[src/rtl/rxs_pkg.sv]
package rxs_pkg;
  localparam int STAT_W = 4;
  localparam int DONE_B = 0;
  localparam int FERR_B = 1;
  localparam int OVR_B  = 2;
  localparam int XBIT_B = 3;

  typedef struct packed {
    logic load;
    logic setDone;
    logic setFerr;
    logic setOvr;
    logic clrFlags;
    logic wrFlags;
  } rxsStrobe_t;
endpackage

[src/rtl/rxs_ctrl.sv]
module rxs_ctrl
  import rxs_pkg::*;
(
  input  logic       clk,
  input  logic       rstN,
  input  logic       frameDone,
  input  logic       frameErr,
  input  logic       rdStatus,
  input  logic       rdHold,
  input  logic       wrStatus,
  input  logic       pendClear,
  output rxsStrobe_t strb,
  output logic       unreadQ,
  output logic       pendQ
);
  // decode strobes for the datapath
  always_comb begin
    strb          = '0;
    strb.load     = frameDone;
    strb.setDone  = frameDone;
    strb.setFerr  = frameErr;
    strb.setOvr   = frameDone && unreadQ && !rdHold;
    strb.clrFlags = rdStatus;
    strb.wrFlags  = wrStatus;
  end

  // unread marker: set wins over clear
  always_ff @(posedge clk) begin
    if (!rstN)          unreadQ <= 1'b0;
    else if (frameDone) unreadQ <= 1'b1;
    else if (rdHold)    unreadQ <= 1'b0;
  end

  // interrupt pending: only pendClear removes it
  always_ff @(posedge clk) begin
    if (!rstN)          pendQ <= 1'b0;
    else if (frameDone) pendQ <= 1'b1;
    else if (pendClear) pendQ <= 1'b0;
  end


  unread_set_chk: assert property (@(posedge clk) disable iff (!rstN)
    frameDone |=> unreadQ);

  unread_clr_chk: assert property (@(posedge clk) disable iff (!rstN)
    (rdHold && !frameDone) |=> !unreadQ);

  pend_set_chk: assert property (@(posedge clk) disable iff (!rstN)
    frameDone |=> pendQ);

  pend_hold_chk: assert property (@(posedge clk) disable iff (!rstN)
    (!frameDone && !pendClear) |=> $stable(pendQ));
endmodule

[src/rtl/rxs_dpath.sv]
module rxs_dpath
  import rxs_pkg::*;
#(
  parameter int DATA_W = 8
) (
  input  logic              clk,
  input  logic              rstN,
  input  rxsStrobe_t        strb,
  input  logic [DATA_W-1:0] frameData,
  input  logic              frameBit9,
  input  logic              frameParBad,
  input  logic              parityEn,
  input  logic [STAT_W-1:0] wrFlags,
  output logic [DATA_W-1:0] holdQ,
  output logic [STAT_W-1:0] statQ
);
  logic              xbitNext;
  logic [STAT_W-1:0] statNext;

  assign xbitNext = parityEn ? frameParBad : frameBit9;

  always_comb begin
    statNext = statQ;
    if (strb.clrFlags) begin
      statNext[DONE_B] = 1'b0;
      statNext[FERR_B] = 1'b0;
      statNext[OVR_B]  = 1'b0;
    end
    if (strb.wrFlags) statNext = wrFlags;
    if (strb.setFerr) statNext[FERR_B] = 1'b1;
    if (strb.setDone) statNext[DONE_B] = 1'b1;
    if (strb.setOvr)  statNext[OVR_B]  = 1'b1;
    if (strb.load)    statNext[XBIT_B] = xbitNext;
  end

  always_ff @(posedge clk) begin
    if (!rstN) begin
      holdQ <= '0;
      statQ <= '0;
    end else begin
      if (strb.load) holdQ <= frameData;
      statQ <= statNext;
    end
  end


  load_data_chk: assert property (@(posedge clk) disable iff (!rstN)
    strb.load |=> (holdQ == $past(frameData)) && statQ[DONE_B]);

  hold_keep_chk: assert property (@(posedge clk) disable iff (!rstN)
    !strb.load |=> $stable(holdQ));

  overrun_chk: assert property (@(posedge clk) disable iff (!rstN)
    strb.setOvr |=> statQ[OVR_B]);

  ferr_chk: assert property (@(posedge clk) disable iff (!rstN)
    strb.setFerr |=> statQ[FERR_B]);

  rd_clear_chk: assert property (@(posedge clk) disable iff (!rstN)
    (strb.clrFlags && !strb.wrFlags && !strb.setDone) |=> !statQ[DONE_B]);
endmodule

[src/rtl/rx_frame_status.sv]
module rx_frame_status
  import rxs_pkg::*;
#(
  parameter int DATA_W = 8
) (
  input  logic              clk,
  input  logic              rstN,
  input  logic              frameDone,
  input  logic              frameErr,
  input  logic [DATA_W-1:0] frameData,
  input  logic              frameBit9,
  input  logic              frameParBad,
  input  logic              parityEn,
  input  logic              rdStatus,
  input  logic              rdHold,
  input  logic              wrStatus,
  input  logic [3:0]        wrFlags,
  input  logic              pendClear,
  output logic [DATA_W-1:0] holdData,
  output logic [3:0]        statusOut,
  output logic              dataUnread,
  output logic              rxPending
);
  rxsStrobe_t strb;

  rxs_ctrl ctrl_i (
    .clk(clk), .rstN(rstN), .frameDone(frameDone), .frameErr(frameErr),
    .rdStatus(rdStatus), .rdHold(rdHold), .wrStatus(wrStatus),
    .pendClear(pendClear), .strb(strb), .unreadQ(dataUnread),
    .pendQ(rxPending)
  );

  rxs_dpath #(.DATA_W(DATA_W)) dpath_i (
    .clk(clk), .rstN(rstN), .strb(strb), .frameData(frameData),
    .frameBit9(frameBit9), .frameParBad(frameParBad), .parityEn(parityEn),
    .wrFlags(wrFlags), .holdQ(holdData), .statQ(statusOut)
  );


  wr_no_pend_chk: assert property (@(posedge clk) disable iff (!rstN)
    (wrStatus && !frameDone && !pendClear) |=> $stable(rxPending));

  rd_no_pend_chk: assert property (@(posedge clk) disable iff (!rstN)
    (rdStatus && !frameDone && !pendClear) |=> $stable(rxPending));
endmodule

[config.mk]
export PLATFORM = sky130hd
export DESIGN_NAME = rx_frame_status
export DESIGN_NICKNAME = d
export VERILOG_FILES = /design/src/rtl/rxs_pkg.sv /design/src/rtl/rxs_ctrl.sv /design/src/rtl/rxs_dpath.sv /design/src/rtl/rx_frame_status.sv
export SDC_FILE = /design/constraint.sdc
export NUM_CORES = 1
export LEC_CHECK = 0
export BUFFER_PORTS_ARGS = -buffer_cell sky130_fd_sc_hd__buf_2
export CAP_MARGIN = 0
export CORE_MARGIN = 5
export CORE_UTILIZATION = 40
export DETAILED_ROUTE_END_ITERATION = 10
export PLACE_DENSITY = 0.75
export SLEW_MARGIN = 30
export SYNTH_ARGS = -nofsm -noshare
export SYNTH_HDL_FRONTEND = slang
export SYNTH_HIERARCHICAL = 1
export SYNTH_SLANG_ARGS = --single-unit
[constraint.sdc]
create_clock -name clk -period 1.1 [get_ports clk]
set_input_delay 0.11 -clock clk [delete_from_list [all_inputs] [get_ports clk]]
set_output_delay 0.11 -clock clk [all_outputs]
set_load 0.02 [all_outputs]
==> results.md, run 1 <==
* Synth Register Bits at 14
* Syn. warnings at 6
* Clock Latency Late Sink at around 0.26 ns
* Synthesized area at 604.3 um2
* Leakage at about 0.4 nW
* Chip width at 48.87 um
* Hold Worst Slack at 0.09450 ns
* Setup Skew at 0.00003306 ns
* Buffers on Ports at 36
* Worst reg2reg path depth at 4
* CP peak stage delay at 0.34 ns
* Synth Instances at 56
* Starting density of the core at between 40% and 50%
* Largest fanout on the critical path at 2
* Hold Path Cell Cnt at 3
* Post-CTS setup repair buffer count at 0
* Total grt overflow at 0
* CTS tree: done
* Root buffer cell: clkbuf_4
* Syn avg cell area at 10.79 um2
* GR Util All Layers at just over 10%
* Syn_nets at 79
* Area Overhead vs Synth at 28.78%
* Worst hold path class: input pin to register
* Vias/cell at 4.731
* Routed WL at around 1200 um
* Slowest cell on the critical path: dfxtp_1
* Clk pin slew, worst setup/hold paths at approximately 0.080 ns
* Post-layout util at roughly 53%
* Pre-antenna DRT Iters at 1
* Core Box Area at 1471 um2
* Post-synthesis sequential area ratio at about 46%
* Final max-slew violation count at 0
* Final Hold Viols at 0
* Startpoint Class: register
* Row count at 14
* Setup CP Type: register to primary output
* Post-CTS Hold Buffers at 0
* TritonCTS Buffers at 3
* Max Freq at 1.138 GHz
* Synth unique cells at 15
* Final ANT Viol Nets at 0
* First-pass GRT wire length at 2021 um
* CP bufs+invs at 1
* 1st-iter DRT viols at 0
* Largest net degree at the start of global routing at 16
* WL/cell at 11.19 um
* # DRC at 0
* Pwr dens at 1304 nW/um2
* Measured slew at the worst slew-check pin at ~0.32 ns
* Die Ht at 48.87 um
* Initial antenna violation count at 0
* Delay-heaviest family, CP: flip-flops
* Worst path depth at 1
* Routability-driven placement congestion ratio at 0.6532
* Critical Path, Cell by Cell: buf_2
* Max-cap violation count at 0
* Worst Path Required at 0.99 ns
* Dpl cells at 101
* Final setup viols at 0
* Final period utilization at 79.90%
* Total die area at 2388 um2
* Sequential cell area at 280.3 um2
* Top Ports at 37
* Clock Path Buffers at 2
* Max_slew headroom at 78.40%
* Clock sink count at 14
* Ant diodes at 0
* Critical Path AT at about 0.77 ns
* Post-cts resize count at 0
* Vias at 492
* H-tree Lvls at 1
* Min Tclk post-route at 0.8789 ns
* CP endpoint kind: primary output
* Layout cells sized above 1 at a little under half
* Final std cells w/o fill at 104
* Number of global-route vias before repair at 517
* Setup TNS at 0 ns
* Final layout net count at about 110
* Status: finished, final reports clean
* VDD IR max at ~0.75 mV
* Fillcell total at 151
* Multi-input logic area at ~280 um2
* RSZ-0062 raised after global routing: no
## cell usage after synthesis (all sizes together)
cell type | instances | area share (%)
a21boi | 3 | 4.3
a21oi | 3 | 2.5
and2 | 1 | 1.0
buf | 6 | 7.5
clkbuf | 1 | 0.62
dfxtp | 14 | 46
mux2i | 10 | 17
nand2 | 1 | 0.62
nand2b | 1 | 1.0
nor2b | 10 | 12
o21a | 2 | 2.5
o22ai | 1 | 1.0
or3b | 3 | 4.3
## final timing paths
kind | startpoint | to | slack [ns]
setup / recovery | dpath_i/holdQ[3] | holdData[3] | 0.22
hold / removal | frameData[1] | dpath_i/holdQ[1] | 0.09
setup reg to reg | ctrl_i/unreadQ | dpath_i/statQ[2] | 0.22
hold reg to reg | dpath_i/holdQ[2] | dpath_i/holdQ[2] | 0.52
## metrics by stage
step | total power [mW] | instance area [um2] | setup WS, ns
after floorplan | 0.6918 | 604.3 | 0.1423
after detailed placement | 0.7603 | 755.7 | 0.2211
after global placement | 0.7558 | 755.7 | 0.2347
after CTS | 1.035 | 778.2 | 0.2037
final | 1.015 | 778.2 | 0.2211
after global routing | 1.066 | 778.2 | 0.1559
## cells by family (layout without fill, tap and decap cells)
family	after synthesis	after routing	synth area share (%)
AOI/OAI and AO/OA	9	9	10.35
DFF	14	14	46.38
muxes	10	10	16.56
and+or+nand+nor	16	16	18.63
buffers and inverters	7	39	8.073
## routing by layer
| layer | part of all wire [%] | GRT usage, % | vias up |
|---|---|---|---|
| met4 | 0 | 4.036 | 0 |
| met5 | 0 | 0 | - |
| li1 | - | - | 252 |
| met1 | 46 | 11.90 | 214 |
| met2 | 42 | 16.52 | 26 |
| met3 | 12 | 4.587 | 0 |
## flip-flops by register name, indices dropped and copies added, names as in the netlist
signal,cells
dpath_i/holdQ,8
dpath_i/statQ,4
ctrl_i/pendQ,1
ctrl_i/unreadQ,1
## layout by cell type, fill, tap and decap left out, drive strengths merged
master,instances
buf,36
dfxtp,14
mux2i,10
nor2b,10
clkbuf,3
or3b,3
a21oi,3
a21boi,3
o21a,2
and2,1
nand2b,1
nand2,1
o22ai,1
## cell type report
cell class | instances | area share (%)
repair buffers | 36 | 23.15
multi-input cells | 35 | 35.37
flip-flops and latches | 14 | 36.01
clock buffers | 3 | 2.894
well taps | 16 | 2.572
## power breakdown
group	switching, mW	leakage (nW)	total, mW	internal, mW
Combinational	0.100	0.268	0.193	0.0926
Clock	0.143	0.0138	0.269	0.126
Sequential	0.0139	0.116	0.553	0.539
Total	0.257	0.397	1.02	0.758
Power figures use the tool's default switching activity.
==> run 2, diff against run 1 <==
- ABC_AREA: not set -> 1
- CORE_UTILIZATION: 40 -> 39
- clock period: 1.1 -> 0.9 ns (I/O delays scaled with it)
==> run 2 against run 1 <==
Register-to-register slack got worse by 0.06 ns. Critical endpoint is now holdData[0]. Critical path type unchanged. Combinational power rose by 29%. Hold slack got worse by 0.062 ns. Global-route usage rose by 0.54 points. Die area fell by 1.3%. Highest routed layer is now met4. Synthesized area fell by 4.1%. Clock skew rose by 0.0056 ns. Clock power rose by 25%. Largest cell class unchanged.
==> results.md, run 2 <==
* Leakage at 0.4130 nW (+3.9%)
* Xor/xnor share of the synthesized area at 0% (unchanged)
* Worst reg2reg path depth at 4 (unchanged)
* Status: finished, final reports clean
* Post-synth top flop: dfxtp_1
* Startpoint Class: register
* Synth Instances at 77 (+38%)
* Measured slew at the worst slew-check pin at 0.2272 ns (-0.09679 ns)
* Hold Path Cell Cnt at 3 (unchanged)
* Area share of the largest cell type after synthesis at 48.38% (+2.0 points)
* Largest cells by area after synthesis: dfxtp_1 (48%), nor2_1 (12%), buf_4 (7.8%), o21ai_0 (6.9%), nand2_1 (5.8%)
* Largest regs: dpath_i/holdQ x8, dpath_i/statQ x4
* Max_slew headroom at 84.85% (+6.5 points)
* Chip width at 48.54 um (-0.68%)
* Area Overhead vs Synth at 31.97%
* Total die area at 2356 um2 (-1.3%)
* GR Util All Layers at 10.86% (+0.54 points)
* Compound-Gate Fraction of Synth Area at 15.12% (+4.8 points)
* H-tree Lvls at 1 (unchanged)
* Final Hold Viols at 0 (unchanged)
* Setup TNS at 0 ns (unchanged)
* Post-CTS Hold Buffers at 0 (unchanged)
* Delay-heaviest family, CP: flip-flops
* # DRC at 0 (unchanged)
* Post-layout util at 52.58% (-0.31 points)
* Starting density of the core at 39.85% (-1.2 points)
* Slowest cell on the critical path: dfxtp_1
* Final setup viols at 0 (unchanged)
* Min Tclk post-route at 0.8627 ns
* Synthesized area at 579.3 um2 (-4.1%)
* Commonest cells after routing, fill and taps aside: buf_2 (31), nor2_1 (19), dfxtp_1 (14)
* Setup CP Type: register to primary output
* Top Ports at 37 (unchanged)
* Vias/cell at 4.688 (-0.90%)
* Hold Worst Slack at 0.03272 ns (-0.06178 ns)
* Reg2Reg Capture Point: dpath_i/statQ[2]
* Top reg by flops: dpath_i/holdQ
* Yosys top cell by area: dfxtp_1
* Syn avg cell area at 7.523 um2 (-30%)
* Pwr dens at 1660 nW/um2 (+27%)
* Max-cap violation count at 0 (unchanged)
* Root buffer cell: clkbuf_4
* Hold path startpoint: frameData[7]
* Most common cell after layout, fill and taps aside: buf_2
* Mux contribution to synthesized area at 0% (-17 points)
* TritonCTS Buffers at 3 (unchanged)
* Routability-driven placement congestion ratio at 0.6701 (+2.6%)
* Multi-input logic area at 216.5 um2 (-21%)
* Post-synthesis sequential area ratio at 48.38% (+2.0 points)
* Row count at 14 (unchanged)
* Total Power at 1.269 mW (+25%)
* CP peak stage delay at 0.34 ns (about the same)
* Sequential cell area at 280.3 um2 (unchanged)
* Largest net degree at the start of global routing at 13 (-3)
* Total grt overflow at 0 (unchanged)
* DP HPWL at about 1000 um
* Largest fanout on the critical path at 2 (unchanged)
* Number of synthesized flops with an enable pin at 0 (unchanged)
* Worst hold path class: input pin to register
* R2R Setup Slk at 0.16 ns (-0.06 ns)
* Final layout net count at 134 (+19%)
* Layout cells sized above 1 at 42.20% (-4.4 points)
* Number of flip-flops in the largest register at 8 (unchanged)
* CP bufs+invs at 1 (unchanged)
* Simple-gate share of the synthesized area at 22.25% (+3.6 points)
* Setup Skew at 0.005662 ns (+0.005628 ns)
* Clock Latency Late Sink at 0.27 ns (about the same)
* VDD IR max at 0.8571 mV (+14%)
* Hold Path End: dpath_i/holdQ[7]
* Die Ht at 48.54 um (-0.68%)
* Final max-slew violation count at 0 (unchanged)
* Post-CTS setup repair buffer count at 0 (unchanged)
* Critical Path AT at 0.77 ns (about the same)
* CTS tree: done
* First-pass GRT wire length at 2007 um (-0.69%)
* 1st-iter DRT viols at 24 (+24)
* Number of global-route vias before repair at 490 (-5.2%)
* Most common cell in the netlist: nor2_1
* Syn. warnings at 6 (unchanged)
* Vias at 586 (+19%)
* Synth Register Bits at 14 (unchanged)
* Worst Path Required at 0.81 ns (-0.18 ns)
* Final ANT Viol Nets at 0 (unchanged)
* WL/cell at 10.48 um (-6.4%)
* Max Freq at around 1.2 GHz
* Synth unique cells at 14 (-1)
* Top cells by count, synth: nor2_1 (19), dfxtp_1 (14), nand2_1 (9)
* Final period utilization at 95.86%
* Clock Path Buffers at 2 (unchanged)
* Async set-or-reset flop fraction in the synthesized netlist at 0% (unchanged)
* Ant diodes at 0 (unchanged)
* CP endpoint kind: primary output
* Pre-antenna DRT Iters at 4 (+3)
* Critical Path, Cell by Cell: buf_2
* Clock sink count at 14 (unchanged)
* Post-synthesis adder-cell area fraction at 0% (unchanged)
* Fillcell total at 147 (-2.6%)
* Buffers on Ports at 36 (unchanged)
* Main combinational cell family by area after synthesis: simple AND/OR/NAND/NOR gates
* Initial antenna violation count at 0 (unchanged)
* Syn_nets at 100 (+27%)
* Reg2reg start: ctrl_i/unreadQ
* Routed WL at 1310 um (+13%)
* Core Box Area at 1454 um2 (-1.2%)
* Clk pin slew, worst setup/hold paths at 0.08 ns (about the same)
==> run 2: changes by cell type after synthesis, moves of 3 or more <==
cell	change
or3b_1	-3
a21oi_1	+3
nor2b_1	-9
nor2_1	+19
mux2i_1	-10
inv_1	+6
nand2_1	+8
o21ai_0	+8
==> run 2: metal layers <==
metal,vias up,part of all wire [%],track usage (%),routed length (um)
met3,4,16,7.669,211
met4,0,2.2,6.726,29
met1,246,41,13.13,543
met2,36,40,13.48,524
met5,-,0,0,0
li1,300,-,-,-
==> run 2: worst max path at each step <==
stage	from	endpoint	slack [ns]	cells after the start
after floorplan	ctrl_i/unreadQ	dpath_i/statQ[2]	0.09	4
after global placement	frameDone	dpath_i/statQ[2]	0.19	5
after detailed placement	frameDone	dpath_i/statQ[2]	0.14	5
after CTS	ctrl_i/unreadQ	dataUnread	0.004	1
after global routing	dpath_i/statQ[0]	statusOut[0]	-0.01	1
final	dpath_i/holdQ[0]	holdData[0]	0.04	1
==> run 2: kinds of logic (layout without fill, tap and decap cells) <==
kind of cell           Yosys count  after routing
AND/OR/NAND/NOR                 32             32
flip-flops                      14             14
buffers and inverters           15             47
AO/OA/AOI/OAI                   16             16
==> run 2: layout make-up <==
type	instances	area share, %
multi-input cells	48	28.31
flip-flops and latches	14	36.66
inverters	8	4.255
clock buffers	3	2.946
repair buffers	36	25.20
well taps	16	2.619
==> run 2: stage by stage <==
step	std cells	cell area (um2)	worst slack (ns)
6_report	125	764.5	0.03727
5_1_grt	125	764.5	-0.01105
4_1_cts	125	752.0	0.004163
3_3_place_gp	122	729.5	0.1900
2_1_floorplan	77	579.3	0.09346
3_5_place_dp	122	729.5	0.1365
==> run 2: worst register-to-register path, delay by kind of cell (launching register included) <==
family | cells | cell delay, ns
flops | 1 | 0.35
simple gates | 2 | 0.15
compound gates | 2 | 0.16
==> run 2: report_power, final <==
part / switching [mW] / internal, mW
Combinational: 0.146 / 0.103
Clock: 0.182 / 0.155
Sequential: 0.0197 / 0.662
Total: 0.348 / 0.921
==> run 2: timing repair <==
action,4_1_cts,5_1_grt
endpoints found under the hold margin,0,0
setup endpoints to repair,0,5
resized for setup,0,5
==> run 3, diff against run 2 <==
- BUFFER_PORTS_ARGS: -buffer_cell sky130_fd_sc_hd__buf_2 -> not set
- CORE_AREA: not set -> 5 5 42 44
- CORE_MARGIN: 5 -> not set
- CORE_UTILIZATION: 39 -> not set
- DIE_AREA: not set -> 0 0 47 49
- DONT_BUFFER_PORTS: not set -> 1
- PLACE_DENSITY: 0.75 -> not set
- SLEW_MARGIN: 30 -> 20
==> run 3 against run 2 <==
Worst setup slack improved by 0.017 ns. Design area rose by 11%. Final cell count shrank 6.4%. Largest power group unchanged. Count of clock-buffer cells in the layout rose by 1. Sequential cell count did not move. Utilization grew 7.9 points. Wire length is 11% higher. Non-clock buffer count down 9. Combinational power down 6%. Critical path depth unchanged. Sequential share of layout area down 2.8 points. Maximum frequency rose by 2.1%. Largest cell class unchanged.
==> results.md, run 3 (synthesis gave the netlist of run 2 again) <==
* Status: finished, final reports clean
* Delay-heaviest family, CP: flip-flops
* CP peak stage delay at 0.34 ns (about the same)
* Layout cells sized above 1 at 23.76% (-18 points)
* Critical Path AT at 0.76 ns (about the same)
* Routed WL at 1454 um (+11%)
* CTS tree: done
* Final ANT Viol Nets at 0 (unchanged)
* Leakage at 0.4043 nW (-2.1%)
* Row count at 14 (unchanged)
* Slowest cell on the critical path: dfxtp_1
* Largest regs: dpath_i/holdQ x8, dpath_i/statQ x4
* Routability-driven placement congestion ratio at 0.6569 (-2.0%)
* Chip width at 47 um (-3.2%)
* RSZ-0062 raised after global routing: no
* Final layout net count at 125 (-6.7%)
* Final max-slew violation count at 0 (unchanged)
* CP endpoint kind: primary output
* Number of flip-flops in the largest register at 8 (unchanged)
* CP bufs+invs at 1 (unchanged)
* Final Hold Viols at 0 (unchanged)
* Pwr dens at 1642 nW/um2 (-1.0%)
* Setup Skew at 0.00001965 ns (-0.005642 ns)
* Setup CP Type: register to primary output
* Commonest cells after routing, fill and taps aside: nor2_1 (19), dlygate4sd3_1 (17), nand2_1 (9), dfxtp_1 (9)
* Clk pin slew, worst setup/hold paths at 0.09 ns (about the same)
* Core Box Area at 1401 um2 (-3.6%)
* Total Power at 1.391 mW (+9.6%)
* Starting density of the core at 41.34% (+1.5 points)
* WL/cell at 12.43 um (+19%)
* Worst hold path class: input pin to register
* Initial antenna violation count at 0 (unchanged)
* Vias at 543 (-7.3%)
* Most common cell after layout, fill and taps aside: nor2_1
* Startpoint Class: register
* First-pass GRT wire length at 2304 um (+15%)
* Largest net degree at the start of global routing at 12 (-1)
* Top reg by flops: dpath_i/holdQ
* Pre-antenna DRT Iters at 5 (+1)
* Clock Latency Late Sink at 0.27 ns (about the same)
* 1st-iter DRT viols at 2 (-92%)
* Buffers on Ports at 0 (-100%)
* Total die area at 2303 um2 (-2.3%)
* Area Overhead vs Synth at 46.22%
* Final setup viols at 0 (unchanged)
* Clock sink count at 14 (unchanged)
* VDD IR max at 0.9836 mV (+15%)
* Final period utilization at 93.93% (-1.9 points)
* Vias/cell at 4.641 (-1.0%)
* Max-cap violation count at 0 (unchanged)
* H-tree Lvls at 1 (unchanged)
* Min Tclk post-route at 0.8454 ns (-0.01736 ns)
* Largest fanout on the critical path at 2 (unchanged)
* Number of global-route vias before repair at 543 (+11%)
* Max_slew headroom at 76.55% (-8.3 points)
* Setup TNS at 0 ns (unchanged)
* Worst Path Required at 0.81 ns (about the same)
* Clock Path Buffers at 2 (unchanged)
* Max Freq at 1.183 GHz (+2.1%)
* GR Util All Layers at 14.04% (+3.2 points)
* Measured slew at the worst slew-check pin at 0.3517 ns (+0.1245 ns)
* Top Ports at 37 (unchanged)
* Die Ht at 49 um (+0.95%)
* Root buffer cell: clkbuf_4
* Total grt overflow at 0 (unchanged)
* DP HPWL at 931.7 um (-7.3%)
* # DRC at 0 (unchanged)
* TritonCTS Buffers at 3 (unchanged)
* Ant diodes at 0 (unchanged)
* Critical Path, Cell by Cell: buf_4
[run 3: cell types whose count changed in the layout (fill, tap and decap cells not counted)]
cell,delta
dfxtp_1,-5
buf_2,-31
buf_4,+3
dlymetal6s4s_1,+2
dlygate4sd3_1,+17
clkbuf_8,+1
dfxtp_2,+5
[run 3: metal layers]
metal  GRT usage, %  part of all wire, %  routed length [um]  up-vias
met4          8.295                 0.83                  12        0
met5              0                    0                   0        -
met1          14.60                   40                 578      237
li1               -                    -                   -      283
met2          23.53                   51                 741       21
met3          4.059                  8.3                 121        2
[run 3: area by class of cell]
| type | instances | area [um2] |
|---|---|---|
| tap | 16 | 20.02 |
| timing repair buffer | 27 | 255.2 |
| multi-input combinational | 48 | 216.5 |
| inverter | 8 | 32.53 |
| fill | 130 | 554.3 |
| sequential | 14 | 286.5 |
| clock buffer | 4 | 36.28 |
[run 3: power breakdown]
group	switching, mW	leakage, nW	internal, mW
registers	0.0464	0.118	0.666
logic	0.112	0.266	0.120
clock network	0.200	0.0210	0.246
total	0.359	0.404	1.03
[run 3: timing repair]
item | CTS | global route
resized for setup | 0 | 7
buffers inserted | 0 | 0
setup endpoints to repair | 0 | 12
hold buffers | 19 | 0
hold endpoints to repair | 14 | 0
[run 3: path summary, 6_finish.rpt]
path | startpoint | to | slack, ns | cells past startpoint
worst min register to register | dpath_i/statQ[1] | dpath_i/statQ[1] | 0.47 | 2
worst max register to register | dpath_i/holdQ[7] | dpath_i/holdQ[7] | 0.15 | 2
worst max-delay path | dpath_i/statQ[2] | statusOut[2] | 0.05 | 1
worst min-delay path | frameDone | dpath_i/holdQ[0] | 0.01 | 3
[run 3: through the flow]
stage                     util (%)  instance area [um2]  worst slack (ns)  hold slack (ns)  cells
after floorplan                  -                579.3           0.09346           0.2249     77
after global placement       43.48                609.3            0.2041           0.2268     94
after detailed placement     43.48                609.3            0.1764           0.2301     94
after CTS                    59.64                835.8          0.008054         0.004083    117
after global routing         60.45                847.1         0.0001429          0.01523    117
final                        60.45                847.1           0.05464          0.01217    117
